### src/rtl/irq_agg_pkg.sv
package irq_agg_pkg;

  // Stream identifiers, numbered by their position in the status word.
  typedef enum logic [1:0] {
    STRM_ADC  = 2'd0,
    STRM_DAC2 = 2'd1,
    STRM_DAC1 = 2'd2
  } strm_id_e;

  // The enable bits in serial control run in the reverse order of the
  // pending bits: status bit i maps to enable bit en_lsb + (n_ch-1-i).
  function automatic int unsigned en_bit_pos(int unsigned st_idx,
                                             int unsigned n_ch,
                                             int unsigned en_lsb);
    return en_lsb + (n_ch - 1 - st_idx);
  endfunction

  // Byte lane that carries a given bit of the write data.
  function automatic int unsigned lane_of(int unsigned bit_pos);
    return bit_pos / 8;
  endfunction

  // Next value of one pending flag. A clear beats a set.
  function automatic logic pend_next(logic cur, logic hit, logic en, logic clr);
    return clr ? 1'b0 : (cur | (hit & en));
  endfunction

endpackage

### src/rtl/irq_en_shadow.sv
module irq_en_shadow
  import irq_agg_pkg::*;
#(
  parameter int unsigned DATA_W = 32,
  parameter int unsigned N_CH   = 3,
  parameter int unsigned EN_LSB = 8
) (
  input  logic                clk,
  input  logic                rst_n,
  input  logic                wr,
  input  logic [DATA_W-1:0]   wdata,
  input  logic [DATA_W/8-1:0] wstrb,
  output logic [N_CH-1:0]     en_q,     // status-ordered enables
  output logic [N_CH-1:0]     en_fall   // enable going 1 -> 0 at this edge
);

  localparam int unsigned LANES = DATA_W / 8;

  logic [N_CH-1:0] en_d;
  logic [N_CH-1:0] lane_hit;

  for (genvar i = 0; i < N_CH; i++) begin : g_en
    localparam int unsigned POS  = en_bit_pos(i, N_CH, EN_LSB);
    localparam int unsigned LANE = lane_of(POS);

    assign lane_hit[i] = wr & wstrb[LANE];
    assign en_d[i]     = lane_hit[i] ? wdata[POS] : en_q[i];
    assign en_fall[i]  = en_q[i] & ~en_d[i];

    // without a write to this lane the enable holds
    p_lane_hold_r9: assert property (@(posedge clk) disable iff (!rst_n)
      !lane_hit[i] |=> $stable(en_q[i]));

    // a fall is only flagged for an enable that was on
    p_fall_from_one_r5: assert property (@(posedge clk) disable iff (!rst_n)
      en_fall[i] |=> !en_q[i] && $past(en_q[i]));
  end

  always_ff @(posedge clk or negedge rst_n) begin
    if (!rst_n) en_q <= '0;
    else        en_q <= en_d;
  end

  initial begin
    if (LANES * 8 != DATA_W) $error("DATA_W must be a multiple of 8");
    if (en_bit_pos(0, N_CH, EN_LSB) >= DATA_W) $error("enable field out of range");
  end

endmodule

### src/rtl/irq_pend_cell.sv
module irq_pend_cell
  import irq_agg_pkg::*;
(
  input  logic clk,
  input  logic rst_n,
  input  logic hit,
  input  logic en,
  input  logic clr,
  output logic pend
);

  always_ff @(posedge clk or negedge rst_n) begin
    if (!rst_n) pend <= 1'b0;
    else        pend <= pend_next(pend, hit, en, clr);
  end

  // an enabled completion with no clear sets the flag
  p_set_on_hit_r3: assert property (@(posedge clk) disable iff (!rst_n)
    hit && en && !clr |=> pend);

  // without an enabled hit a clear flag stays clear
  p_no_spurious_r3: assert property (@(posedge clk) disable iff (!rst_n)
    !pend && !(hit && en) |=> !pend);

  // a set flag holds unless cleared
  p_sticky_r4: assert property (@(posedge clk) disable iff (!rst_n)
    pend && !clr |=> pend);

  // a clear wins even against a simultaneous hit
  p_clear_wins_r6: assert property (@(posedge clk) disable iff (!rst_n)
    clr |=> !pend);

endmodule

### src/rtl/irq_status_pack.sv
module irq_status_pack #(
  parameter int unsigned      DATA_W  = 32,
  parameter int unsigned      N_CH    = 3,
  parameter int unsigned      SUM_BIT = 31,
  parameter int unsigned      VC_LSB  = 5,
  parameter int unsigned      VC_W    = 2,
  parameter logic [VC_W-1:0]  VC_VAL  = '1
) (
  input  logic [N_CH-1:0]   pend,
  output logic [DATA_W-1:0] word,
  output logic              any
);

  assign any = |pend;

  always_comb begin
    word                 = '0;
    word[N_CH-1:0]       = pend;
    word[VC_LSB +: VC_W] = VC_VAL;
    word[SUM_BIT]        = any;
  end

  initial begin
    if (VC_LSB < N_CH) $error("voice field overlaps pending bits");
    if (SUM_BIT < VC_LSB + VC_W) $error("summary bit overlaps voice field");
  end

endmodule

### src/rtl/irq_status_agg.sv
module irq_status_agg
  import irq_agg_pkg::*;
#(
  parameter int unsigned DATA_W  = 32,
  parameter int unsigned N_CH    = 3,
  parameter int unsigned EN_LSB  = 8,
  parameter int unsigned SUM_BIT = 31,
  parameter int unsigned VC_LSB  = 5,
  parameter int unsigned VC_W    = 2
) (
  input  logic                clk,
  input  logic                rst_n,
  input  logic [N_CH-1:0]     done_pulse,
  input  logic                sctl_wr,
  input  logic [DATA_W-1:0]   sctl_wdata,
  input  logic [DATA_W/8-1:0] sctl_wstrb,
  output logic [DATA_W-1:0]   stat_word,
  output logic                irq
);

  logic [N_CH-1:0] en_q;
  logic [N_CH-1:0] en_fall;
  logic [N_CH-1:0] pend_q;

  irq_en_shadow #(.DATA_W(DATA_W), .N_CH(N_CH), .EN_LSB(EN_LSB)) u_shadow (
    .clk     (clk),
    .rst_n   (rst_n),
    .wr      (sctl_wr),
    .wdata   (sctl_wdata),
    .wstrb   (sctl_wstrb),
    .en_q    (en_q),
    .en_fall (en_fall)
  );

  for (genvar i = 0; i < N_CH; i++) begin : g_ch
    irq_pend_cell u_cell (
      .clk   (clk),
      .rst_n (rst_n),
      .hit   (done_pulse[i]),
      .en    (en_q[i]),
      .clr   (en_fall[i]),
      .pend  (pend_q[i])
    );

    // a pending flag always has its enable on
    p_pend_needs_en_r3: assert property (@(posedge clk) disable iff (!rst_n)
      pend_q[i] |-> en_q[i]);
  end

  irq_status_pack #(
    .DATA_W  (DATA_W),
    .N_CH    (N_CH),
    .SUM_BIT (SUM_BIT),
    .VC_LSB  (VC_LSB),
    .VC_W    (VC_W),
    .VC_VAL  ({VC_W{1'b1}})
  ) u_pack (
    .pend (pend_q),
    .word (stat_word),
    .any  (irq)
  );

  // the line only rises after a completion pulse
  p_irq_rise_r8: assert property (@(posedge clk) disable iff (!rst_n)
    $rose(irq) |-> $past(|done_pulse));

  // the line only falls after a disabling write
  p_irq_fall_r5: assert property (@(posedge clk) disable iff (!rst_n)
    $fell(irq) |-> $past(|en_fall));

endmodule

### config.mk
export PLATFORM = sky130hd
export DESIGN_NAME = irq_status_agg
export DESIGN_NICKNAME = d
export VERILOG_FILES = /design/src/rtl/irq_agg_pkg.sv /design/src/rtl/irq_en_shadow.sv /design/src/rtl/irq_pend_cell.sv /design/src/rtl/irq_status_pack.sv /design/src/rtl/irq_status_agg.sv
export SDC_FILE = /design/constraint.sdc
export NUM_CORES = 1
export LEC_CHECK = 0
export CAP_MARGIN = 20
export CORE_AREA = 4 4 41 43
export DETAILED_ROUTE_END_ITERATION = 8
export DIE_AREA = 0 0 45 47
export DONT_BUFFER_PORTS = 1
export HOLD_SLACK_MARGIN = 0.15
export PLACE_DENSITY = 0.54
export SLEW_MARGIN = 25
export SYNTH_ARGS = -nofsm -noshare
export SYNTH_HDL_FRONTEND = slang
export SYNTH_HIERARCHICAL = 1
export SYNTH_SLANG_ARGS = --single-unit
### constraint.sdc
create_clock -name clk -period 1.37 [get_ports clk]
set_input_delay 0.274 -clock clk [delete_from_list [all_inputs] [get_ports clk]]
set_output_delay 0.274 -clock clk [all_outputs]
set_load 0.02 [all_outputs]
==> qor.csv <==
metric,value,unit
path_cells,or3_4,
die_height,47,µm
cp.depth,1,
synth_cell_types,9,
syn_inst,54,
required,1.10,ns
cts.sinks,6,
cts_root_buf,clkbuf_4,
hold_path.class,input port to flip-flop,
antenna_left,0,
crit_family,simple AND/OR/NAND/NOR gates,
row_count,13,
vdd_drop_max,0.0003766,V
clock-skew-final,0.001346,ns
clock_latency,0.23,ns
cp-start-kind,flip-flop,
route.detailed.drc,0,
power.density,1263,mW/mm²
placed_cells,66,
dieArea,0.002115,mm²
cp_slowest_cell,or3_4,
worstRegToRegCells,3,
dr.pass1.iters,1,
hold_ws,0.1850,ns
vias,255,
hp-start,sctl_wdata[8],
core,0.001301,mm²
fin_cells,70,
maxCapViolCount,0,
grt_pass1_vias,201,
rsz0062_at_grt,false,
p_leak,0.2319,nW
pin_count,75,
start_util,0.3875,
outcome,completed,
cts_buffers,3,
synthAdderAreaFrac,0,
grt_max_degree,7,
grt_pass1_wl,786,µm
crit_type,flip-flop to primary output,
overflow,0,
cts_tree,done,
synth_xor_area_frac,0,
synth_area_leaders,"buf_4, dfrtp_1, mux2_4",
path_buf_inv,0,
hold_viol_final,0,
cts_setup_buffers,0,
setup_viol,0,
ys_top_cells_by_count,"buf_4, dfrtp_1",
hpwl,612.6,µm
startpoint,g_ch[1].u_cell/pend$_DFF_PN0_,
fmax,746.8,MHz
synthArstFlopShare,1.000,
synth_top_area_share,0.4764,
yosys.cell_count.top_type,buf_4,
r2r-start,g_ch[1].u_cell/pend$_DFF_PN0_,
port_buffers,0,
ys_seq_area_frac,0.2978,
endpoint_kind,primary output,
drtIter0Drc,0,
layout.nets,99,
hold_path_depth,1,
synth-simple-area-share,0.09181,
grt_usage,0.05728,
finalCritPeriodShare,0.9773,
worst_slack,0.03104,ns
synth-compound-area-share,0.02978,
syn_area,504.2,µm²
antenna_found_initial,0,
power.total,0.5563,mW
preCtsSetupSlack,0.1816,ns
synth.avg_cell_area,9.338,µm²
synth_ff_type,dfrtp_1,
crit_path_max_incr_delay,0.46,ns
synth_edf_count,0,
fp.dieW,45,µm
finalSetupTns,0,ns
place_congestion,0.6349,
wire_per_inst,9.771,µm
synth_top_area_cell,buf_4,
synth_mux_area_frac,0.08933,
slew_viol_final,0,
via_per_inst,3.643,
clockBufferDepth,2,
synth_top_family_by_area,buffers and inverters,
routed_wl,684,µm
synth_warnings,6,
worstPathArrival,1.06,ns
area_delta_synth_final,-12.66,%
antenna-diode-count,0,
period_needed,1.339,ns
htreeDepth,1,
drive_above_1_share,0.2000,
crit_fanout,2,
clk_pin_slew_worst_paths,0.04,ns
synth.ff_latch_count,6,
-- what timing repair did --
action / 4_1_cts / 5_1_grt
resized for setup: 1 / 0
hold buffers: 1 / 0
hold endpoints to repair: 6 / 0
setup endpoints to repair: 2 / 0
-- cell type report --
class                           count  area [µm²]
Sequential cell                     6       150.1
Tap cell                           15       18.77
Clock buffer                        3       22.52
Timing Repair Buffer                4       32.53
Multi-Input combinational cell     42       216.5
Fill cell                         163       860.8
-- power by group --
group          total [mW]  switching (mW)  internal, mW
registers           0.225          0.0179         0.207
clock network       0.156          0.0574        0.0987
logic               0.175           0.121        0.0535
total               0.556           0.197         0.360
-- worst paths after layout --
| path | slack [ns] | end |
|---|---|---|
| hold reg to reg | 0.53 | u_shadow/en_q[2]$_DFF_PN0_ |
| hold / removal | 0.19 | u_shadow/en_q[2]$_DFF_PN0_ |
| max in group asynchronous | 0.80 | u_shadow/en_q[2]$_DFF_PN0_ |
| setup reg to reg | 0.55 | g_ch[1].u_cell/pend$_DFF_PN0_ |
| min in group asynchronous | 0.35 | u_shadow/en_q[0]$_DFF_PN0_ |
| setup / recovery | 0.03 | irq |
-- logic make-up after synthesis --
group           Yosys count
other cells               2
simple gates              8
buf+inv                  32
compound gates            3
mux                       3
flops                     6
-- routing by layer --
metal / GRT usage / wire length, µm / part of all wire / vias to the layer above
li1: - / - / - / 112
met1: 0.06265 / 235 / 0.34 / 117
met2: 0.07627 / 281 / 0.41 / 26
met3: 0.04598 / 167 / 0.24 / 0
met4: 0.03509 / 0 / 0 / 0
met5: 0 / 0 / 0 / -
-- flip-flops by register name (all words and copies together), names as in the netlist --
register,flops
u_shadow/en_q,3
g_ch.u_cell/pend,3
-- metrics by stage --
step | util | instance area, µm²
floorplan | - | 601.8
global placement | 0.3096 | 402.9
detailed placement | 0.3096 | 402.9
finish | 0.3385 | 440.4
CTS | 0.3385 | 440.4
global route | 0.3385 | 440.4
-- cells in the final DEF, fill, tap and decap left out, drive strengths merged --
cell,n
dfrtp,6
nor3b,3
buf,3
nor2,3
conb,28
or3,1
mux2,3
dlygate4sd3,1
a21oi,3
nand2,1
clkbuf,3
Power figures use the tool's default switching activity.
